File: config.mk
export PLATFORM = sky130hd
export DESIGN_NAME = entropy_health_mon
export DESIGN_NICKNAME = d
export VERILOG_FILES = /design/src/rtl/ehm_pkg.sv /design/src/rtl/ehm_monobit.sv /design/src/rtl/ehm_runlen.sv /design/src/rtl/ehm_stuckword.sv /design/src/rtl/entropy_health_mon.sv
export SDC_FILE = /design/constraint.sdc
export NUM_CORES = 1
export LEC_CHECK = 0
export BUFFER_PORTS_ARGS = -buffer_cell sky130_fd_sc_hd__buf_4
export CORE_MARGIN = 2
export CORE_UTILIZATION = 48
export CTS_CLUSTER_DIAMETER = 80
export DETAILED_ROUTE_END_ITERATION = 6
export HOLD_SLACK_MARGIN = 0.02
export MAX_ROUTING_LAYER = met4
export PLACE_DENSITY = 0.75
export SLEW_MARGIN = 20
export SYNTH_ARGS = -nofsm -noshare
export SYNTH_HDL_FRONTEND = slang
export SYNTH_SLANG_ARGS = --single-unit
File: constraint.sdc
create_clock -name clk -period 2.3 [get_ports clk]
set_input_delay 0.115 -clock clk [delete_from_list [all_inputs] [get_ports clk]]
set_output_delay 0.115 -clock clk [all_outputs]
set_load 0.02 [all_outputs]
File: src/rtl/ehm_pkg.sv
package ehm_pkg;
   localparam int FLT_W     = 8;
   localparam int FLT_MONO  = 7;
   localparam int FLT_LONG  = 5;
   localparam int FLT_NOISE = 3;
   localparam int FLT_STUCK = 2;
   localparam logic [FLT_W-1:0] FLT_MASK =
      FLT_W'((1 << FLT_MONO) | (1 << FLT_LONG) | (1 << FLT_NOISE) | (1 << FLT_STUCK));
endpackage

File: src/rtl/ehm_monobit.sv
module ehm_monobit #(
   parameter int WINDOW_BITS = 20000,
   parameter int ONES_LO     = 9655,
   parameter int ONES_HI     = 10345,
   localparam int CW         = $clog2(WINDOW_BITS + 1)
) (
   input  logic          clk,
   input  logic          rst_n,
   input  logic          restart,
   input  logic          bit_valid,
   input  logic          bit_in,
   output logic          hit,
   output logic [CW-1:0] win_pos
);
   localparam logic [CW-1:0] LAST_C = CW'(WINDOW_BITS - 1);
   localparam logic [CW-1:0] LO_C   = CW'(ONES_LO);
   localparam logic [CW-1:0] HI_C   = CW'(ONES_HI);

   logic [CW-1:0] pos_q, ones_q, total;
   logic          last;

   always_comb begin
      total = ones_q + CW'(bit_in);
      last  = (pos_q == LAST_C);
      hit   = bit_valid & ~restart & last & ((total < LO_C) | (total > HI_C));
   end

   always_ff @(posedge clk) begin
      if (!rst_n || restart) begin
         pos_q  <= '0;
         ones_q <= '0;
      end else if (bit_valid) begin
         if (last) begin
            pos_q  <= '0;
            ones_q <= '0;
         end else begin
            pos_q  <= pos_q + 1'b1;
            ones_q <= total;
         end
      end
   end

   assign win_pos = pos_q;
endmodule

File: src/rtl/ehm_runlen.sv
module ehm_runlen #(
   parameter int LONG_RUN  = 34,
   parameter int NOISE_RUN = 48,
   localparam int RW       = $clog2(NOISE_RUN + 1)
) (
   input  logic          clk,
   input  logic          rst_n,
   input  logic          bit_valid,
   input  logic          bit_in,
   output logic          long_hit,
   output logic          noise_hit,
   output logic [RW-1:0] run_len
);
   localparam logic [RW-1:0] LONG_C  = RW'(LONG_RUN);
   localparam logic [RW-1:0] NOISE_C = RW'(NOISE_RUN);

   logic          prev_q, have_q;
   logic [RW-1:0] run_q, run_nxt;

   always_comb begin
      if (!have_q || (bit_in != prev_q)) run_nxt = RW'(1);
      else if (run_q == NOISE_C)         run_nxt = NOISE_C;
      else                               run_nxt = run_q + 1'b1;
      long_hit  = bit_valid & (run_nxt >= LONG_C);
      noise_hit = bit_valid & (run_nxt >= NOISE_C);
   end

   always_ff @(posedge clk) begin
      if (!rst_n) begin
         prev_q <= 1'b0;
         have_q <= 1'b0;
         run_q  <= '0;
      end else if (bit_valid) begin
         prev_q <= bit_in;
         have_q <= 1'b1;
         run_q  <= run_nxt;
      end
   end

   assign run_len = run_q;
endmodule

File: src/rtl/ehm_stuckword.sv
module ehm_stuckword #(
   parameter int WORD_W = 32,
   localparam int BW    = $clog2(WORD_W)
) (
   input  logic clk,
   input  logic rst_n,
   input  logic bit_valid,
   input  logic bit_in,
   output logic hit
);
   localparam logic [BW-1:0] LAST_C = BW'(WORD_W - 1);

   logic [WORD_W-1:0] shreg_q, prev_q, word_full;
   logic [BW-1:0]     cnt_q;
   logic              have_q, done;

   always_comb begin
      word_full = {shreg_q[WORD_W-2:0], bit_in};
      done      = bit_valid & (cnt_q == LAST_C);
      hit       = done & have_q & (word_full == prev_q);
   end

   always_ff @(posedge clk) begin
      if (!rst_n) begin
         shreg_q <= '0;
         prev_q  <= '0;
         cnt_q   <= '0;
         have_q  <= 1'b0;
      end else if (bit_valid) begin
         shreg_q <= word_full;
         cnt_q   <= done ? '0 : cnt_q + 1'b1;
         if (done) begin
            prev_q <= word_full;
            have_q <= 1'b1;
         end
      end
   end
endmodule

File: src/rtl/entropy_health_mon.sv
module entropy_health_mon
   import ehm_pkg::*;
#(
   parameter int WINDOW_BITS = 20000,
   parameter int ONES_LO     = 9655,
   parameter int ONES_HI     = 10345,
   parameter int LONG_RUN    = 34,
   parameter int NOISE_RUN   = 48,
   parameter int WORD_W      = 32
) (
   input  logic             clk,
   input  logic             rst_n,
   input  logic             bit_valid,
   input  logic             bit_in,
   input  logic [FLT_W-1:0] clr_i,
   output logic [FLT_W-1:0] fault_o
);
   localparam int CW = $clog2(WINDOW_BITS + 1);
   localparam int RW = $clog2(NOISE_RUN + 1);

   if (WINDOW_BITS < 2)          begin : g_bad_win   $error("WINDOW_BITS too small"); end
   if (ONES_LO > ONES_HI)        begin : g_bad_bnd   $error("ONES_LO above ONES_HI"); end
   if (ONES_HI > WINDOW_BITS)    begin : g_bad_hi    $error("ONES_HI above window"); end
   if (LONG_RUN < 2)             begin : g_bad_long  $error("LONG_RUN too small"); end
   if (NOISE_RUN < LONG_RUN)     begin : g_bad_noise $error("NOISE_RUN below LONG_RUN"); end
   if (WORD_W < 2)               begin : g_bad_word  $error("WORD_W too small"); end

   logic          mono_hit, long_hit, noise_hit, stuck_hit;
   logic [CW-1:0] win_pos_w;
   logic [RW-1:0] run_len_w;
   logic [3:0]    hits;
   logic          unused_clr;

   ehm_monobit #(.WINDOW_BITS(WINDOW_BITS), .ONES_LO(ONES_LO), .ONES_HI(ONES_HI)) u_mono (
      .clk(clk), .rst_n(rst_n), .restart(clr_i[FLT_MONO]),
      .bit_valid(bit_valid), .bit_in(bit_in), .hit(mono_hit), .win_pos(win_pos_w));

   ehm_runlen #(.LONG_RUN(LONG_RUN), .NOISE_RUN(NOISE_RUN)) u_run (
      .clk(clk), .rst_n(rst_n), .bit_valid(bit_valid), .bit_in(bit_in),
      .long_hit(long_hit), .noise_hit(noise_hit), .run_len(run_len_w));

   ehm_stuckword #(.WORD_W(WORD_W)) u_word (
      .clk(clk), .rst_n(rst_n), .bit_valid(bit_valid), .bit_in(bit_in), .hit(stuck_hit));

   assign hits       = {mono_hit, long_hit, noise_hit, stuck_hit};
   assign unused_clr = ^(clr_i & ~FLT_MASK);

   for (genvar i = 0; i < FLT_W; i++) begin : g_flt
      localparam int IDX = (i == FLT_MONO)  ? 3 :
                           (i == FLT_LONG)  ? 2 :
                           (i == FLT_NOISE) ? 1 :
                           (i == FLT_STUCK) ? 0 : -1;
      if (IDX >= 0) begin : g_sticky
         logic q;
         always_ff @(posedge clk) begin
            if (!rst_n) q <= 1'b0;
            else        q <= (q & ~clr_i[i]) | hits[IDX];
         end
         assign fault_o[i] = q;
      end else begin : g_zero
         assign fault_o[i] = 1'b0;
      end
   end
endmodule

# After elaboration in Yosys (flattened, before gate mapping)
# Index checks and enable logic that the tools add are counted.
dict set report word_totals {
  ff_bits 111
  inputBits 12
  output_inout_bits 8
  wordCells 57
}
dict set report op_classes {
  addsub 4
  n_lt_le_gt_ge 4
  n_eq_ne 5
  muxes 5
  bitwise 21
  reduce_logical 5
}
# op n
set op_table {}
lappend op_table {{$eq A32 B32 Y1} 1}
lappend op_table {{$mux W15} 2}
lappend op_table {{$add A15 B1 Y15} 1}
lappend op_table {{$add A15 B1 Y15 const B} 1}
lappend op_table {{$eq A15 B15 Y1 const B} 1}
lappend op_table {{$gt A15 B14 Y1 const B} 1}
lappend op_table {{$lt A15 B14 Y1 const B} 1}
lappend op_table {{$and A1 B1 Y1} 12}
lappend op_table {{$ge A6 B6 Y1 const B} 2}
lappend op_table {{$mux W6} 2}
lappend op_table {{$add A6 B1 Y6 const B} 1}
lappend op_table {{$eq A6 B6 Y1 const B} 1}
lappend op_table {{$add A5 B1 Y5 const B} 1}
lappend op_table {{$eq A5 B5 Y1 const B} 1}
lappend op_table {{$mux W5} 1}
lappend op_table {{$or A1 B1 Y1} 5}
lappend op_table {{$not A1 Y1} 4}
lappend op_table {{$logic_not A1 Y1} 2}
lappend op_table {{$logic_or A1 B1 Y1} 2}
lappend op_table {{$reduce_and A2 Y1} 1}
lappend op_table {{$ne A1 B1 Y1} 1}

# Depth between registers and ports, before layout
dict set report depth {
  depth_word 6
  ltp_mapped 9
  ltp_nobuf 8
}

# Cells and area by module
# Synthesis repeated with hierarchy kept, for this count alone.
dict set report hier_totals {
  hier_cells 655
  hier_area_um2 5649.2
}
# mod instances cells_per_inst area_per_inst_um2 seq_area_each_um2
set modules_own_cells {}
lappend modules_own_cells {ehm_stuckword 1 311 2955.3 1381.3}
lappend modules_own_cells {ehm_monobit 1 254 1925.6 600.6}
lappend modules_own_cells {ehm_runlen 1 69 539.3 160.2}
lappend modules_own_cells {entropy_health_mon 1 21 229.0 80.1}

# Least setup slack after synthesis
# Ideal clock, no wire load.
dict set report synth_timing {
  path_type {register to register}
  start {register u_mono.ones_q[0]}
  end {register g_flt[7].g_sticky.q}
  setup_ps 131
  t_arrival_ps 1925
  required_ps 2169
  slack_ps 244
  stages_incl_launch_ff 9
  n_path_buf 0
  synth_period_minus_slack_ps 2056
  cell_sequence {dfxtp_1 -> ha_1 -> ha_1 -> o21a_1 -> o221a_2 -> a221oi_1 -> a211oi_1 -> o41ai_1 -> a31oi_1}
}
dict set report synth_between {
  elab_chain_cells 5
  word_cells_on_any_way 6
  cone_classes {add/sub (1); order compare (2); bitwise (3)}
}
# item line_no
set synth_lines {}
lappend synth_lines {{start, declared} ehm_monobit.sv:19} ;# logic [CW-1:0] pos_q, ones_q, total;
lappend synth_lines {{start signal, assigned} ehm_monobit.sv:38} ;# ones_q <= total;
lappend synth_lines {{$add A15 B1 Y15 *} ehm_monobit.sv:23} ;# total = ones_q + CW'(bit_in);
lappend synth_lines {{$lt A15 B14 Y1 or $gt A15 B14 Y1 (tied branches)} ehm_monobit.sv:25} ;# hit = bit_valid & ~restart & last & ((total < LO_C) | (total > HI_C));
lappend synth_lines {{$or A1 B1 Y1 *} ehm_monobit.sv:25}
lappend synth_lines {{$and A1 B1 Y1 *} ehm_monobit.sv:25}
lappend synth_lines {{$or A1 B1 Y1 *} entropy_health_mon.sv:57} ;# else q <= (q & ~clr_i[i]) | hits[IDX];
lappend synth_lines {{end signal, assigned} entropy_health_mon.sv:57}
lappend synth_lines {{end, declared} entropy_health_mon.sv:54} ;# logic q;
# Mark *: on every way between the ends. The rest lies on a longest branch, timed or not.
# A chain may end at the register's enable or synchronous reset.

# Worst setup path after layout
# Ends and elaborated chain as after synthesis.

==> reports/results.txt <==
Post-synth ARST share: 0%
CP endpoint kind: register
Max frequency: 446.0 MHz
DR DRC count: 0
Placed Instances: 737
Antenna-violating nets left: 0
Placed cell area: 0.005483 mm2
Tmin final: 2.242 ns
Final Slew Violations: 0
Worst slack at placement: 0.09006 ns
Antenna cells: 0
R2R Setup Slk: 0.06 ns
Global-route wire length before repair: 16830 um
Synth top area share: 41.12%
Hold crit path type: input pin to register
Area of the mapped netlist: 0.005355 mm2
First-pass DRT Iterations: 5
Total GRT Usage: 18.06%
Mean Syn Cell Area: 8.665 um2
Vias: 4039
RR Startpoint: u_mono.ones_q[0]
Unique masters post-synth: 53
Setup CP Type: register to register
# clock sinks: 110
Final cell count without fillers: 755
Post-Synthesis Cells: 618
GRT overflow: 0
Met1 GRT Util: 23.07%
P&R area growth vs syn: 7.594%
Initial Utilization: 49.40%
Worst-Margin Slew: 0.6232 ns
End of the worst hold path: g_flt[5].g_sticky.q
Synth top area cells: dfxtp_1, nand2_1, mux2i_1
Most numerous cell in the Yosys netlist: dfxtp_1
Critical path, cell by cell: ha_2 > ha_1 > o21a_1 > o221a_2 > a221oi_1 > a211oi_1 > o41ai_1 > a31oi_1
Total Power: 3.429 mW
CTS tree: built
Number of placed I/O pins: 20
CP Data Required Time: 2.55 ns
Ys flop type: dfxtp_1
FILL cells: 991
Placer Congestion: 0.9327
Die ar.: 0.01202 mm2
Final setup vio count: 0
Root Driver: clkbuf_8
Status: finished, final reports clean
CP peak stage delay: 0.35 ns
Unrepaired setup endpoints after global routing: no
GRT met3 Usage: 3.972%
Fin crit share: 97.49%
Worst slew margin: 58.45%
Min-Delay Startpoint: clr_i[5]
Cell taking the most area after synthesis: dfxtp_1
NumNets Final: 630
Setup Buffers After CTS: 0
Sequential cell area: 0.002202 mm2
Critical-path maximum fanout: 7
Wire per inst: 13.45 um
Drt total wl: 10160 um
Core Region: 0.01084 mm2
Row count: 38
Clk_lat worst skew: 0.37 ns
Setup tns final: 0 ns
VDD IR max: 0.3564 mV
Max_cap viols: 0
Worst-path clk slew: 0.10 ns
Clock buffer depth: 2
CTS H-tree lvls: 3
Final core occ: 53.15%
Leakage: 2.157 nW
Startpoint class of the critical path: register
Initial antenna violation count: 0
FF-to-FF path depth: 8
Num CTS Buffers: 9
Share of layout cells above drive strength 1: 7.967%
Seq/Total Area, Yosys: 41.12%
Worst Clk Skew: 0.008307 ns
Yosys warnings: 0
Via density: 5.350
RR Endpoint: g_flt[7].g_sticky.q
Die H: 109.6 um
Synth cell count leaders: dfxtp_1, nand2_1, nor2_1, nor2b_1, a21boi_0
WHS: 0.04889 ns
Hold Path Depth: 3
Post-route cell area: 0.005762 mm2
Final hold violation count: 0
DR iter-0 viols: 319
Critical path's slowest cell: dfxtp_1
Number of enable flip-flop cells after synthesis: 0
Post-DP HPWL: 6560 um
Number of global-route vias before repair: 3672
Crit path arrival time: 2.49 ns
Pin count of the biggest net entering global routing: 58
Power per cell area: 595.2 mW/mm2
Seq cells post-synth: 110
Port bufs: 11
Global routing met2 resource utilization: 28.44%
Most crowded layer after global routing: met2
Final worst setup slack: 0.05769 ns
Multi-input logic area: 0.002938 mm2
DIE WIDTH: 109.6 um
-- cell type report --
type	count	area share, %
timing repair buffer	24	3.214
tap	140	3.040
multi-input combinational	458	50.99
clock buffer	10	2.389
inverter	7	0.4560
sequential	110	38.22
clock inverter	6	1.694
-- sequential cells by signal, summed over array words and instances (netlist names) --
signal            count
g_flt.g_sticky.q      4
u_mono.ones_q        15
u_mono.win_pos       15
u_run.have_q          1
u_run.run_len         6
u_word.cnt_q          5
u_word.have_q         1
u_word.prev_q        32
u_word.shreg_q       31
-- worst max-delay path by stage --
stage	startpoint	to	slack, ns	cells after the start
after floorplan	u_mono.ones_q[0]	g_flt[7].g_sticky.q	0.24	8
after global placement	u_mono.ones_q[0]	g_flt[7].g_sticky.q	0.11	8
after detailed placement	u_mono.ones_q[0]	g_flt[7].g_sticky.q	0.09	8
after CTS	u_mono.ones_q[0]	g_flt[7].g_sticky.q	0.05	8
after global routing	u_mono.win_pos[5]	u_mono.ones_q[9]	0.01	6
final	u_mono.ones_q[0]	g_flt[7].g_sticky.q	0.06	8
-- cells in the final DEF (no fill, tap or decap), drive strengths merged, types with 2 or more instances in the layout --
cell | synthesis | final
and3 | 7 | 7
clkbuf | 30 | 10
ha | 8 | 8
nand2 | 90 | 90
nor3 | 12 | 12
dlygate4sd3 | 0 | 2
a31oi | 6 | 6
nor4 | 11 | 11
a22oi | 8 | 8
nor2 | 42 | 42
nor3b | 3 | 3
o22ai | 2 | 2
nand4 | 16 | 16
xnor2 | 26 | 26
mux2i | 32 | 32
o21a | 6 | 6
inv | 6 | 9
bufinv | 0 | 2
o21ai | 17 | 17
a21o | 2 | 2
a21oi | 14 | 14
clkinv | 1 | 2
and2 | 5 | 5
xor2 | 36 | 36
a221oi | 2 | 2
dfxtp | 110 | 110
nand3 | 14 | 14
buf | 16 | 22
nand2b | 3 | 3
a21boi | 37 | 37
or3 | 2 | 2
nor2b | 39 | 39
conb | 1 | 4
-- power by group --
group | switching, mW | total [mW] | leakage (nW) | internal, mW
Combinational | 0.0907 | 0.156 | 1.15 | 0.0655
Sequential | 0.00899 | 1.92 | 0.887 | 1.91
Clock | 0.689 | 1.35 | 0.119 | 0.661
Total | 0.789 | 3.43 | 2.16 | 2.64
-- kinds of logic (layout without fill, tap and decap cells) --
| kind of cell | Yosys count | count (layout) | share of synthesized area [%] |
|---|---|---|---|
| XOR/XNOR | 62 | 62 | 10.14 |
| AO/OA/AOI/OAI | 101 | 101 | 12.97 |
| multiplexers | 33 | 33 | 6.192 |
| other | 1 | 4 | 0.07003 |
| AND/OR/NAND/NOR | 250 | 250 | 22.97 |
| adder cells (fa/ha/maj) | 8 | 8 | 1.869 |
| flip-flops | 110 | 110 | 41.12 |
| buffers and inverters | 53 | 47 | 4.673 |
-- timing repair --
action                                 4_1_cts  5_1_grt
resized for setup                            0        5
setup endpoints to repair                    0        3
hold buffers                                 2        0
endpoints found under the hold margin        2        0
-- routing by layer --
| metal | vias up | part of all wire (%) | routed length (um) |
|---|---|---|---|
| met5 | - | 0 | 0 |
| met4 | 0 | 1.7 | 171 |
| met3 | 15 | 3.1 | 313 |
| met2 | 60 | 46 | 4706 |
| met1 | 1884 | 49 | 4966 |
| li1 | 2080 | - | - |
-- worst max-delay path, delay by kind of cell, from the launching register on --
family	cells	cell delay, ns
AOI/OAI and AO/OA	6	1.27
DFF	1	0.35
adders and majority gates	2	0.50
Power figures use the tool's default switching activity.
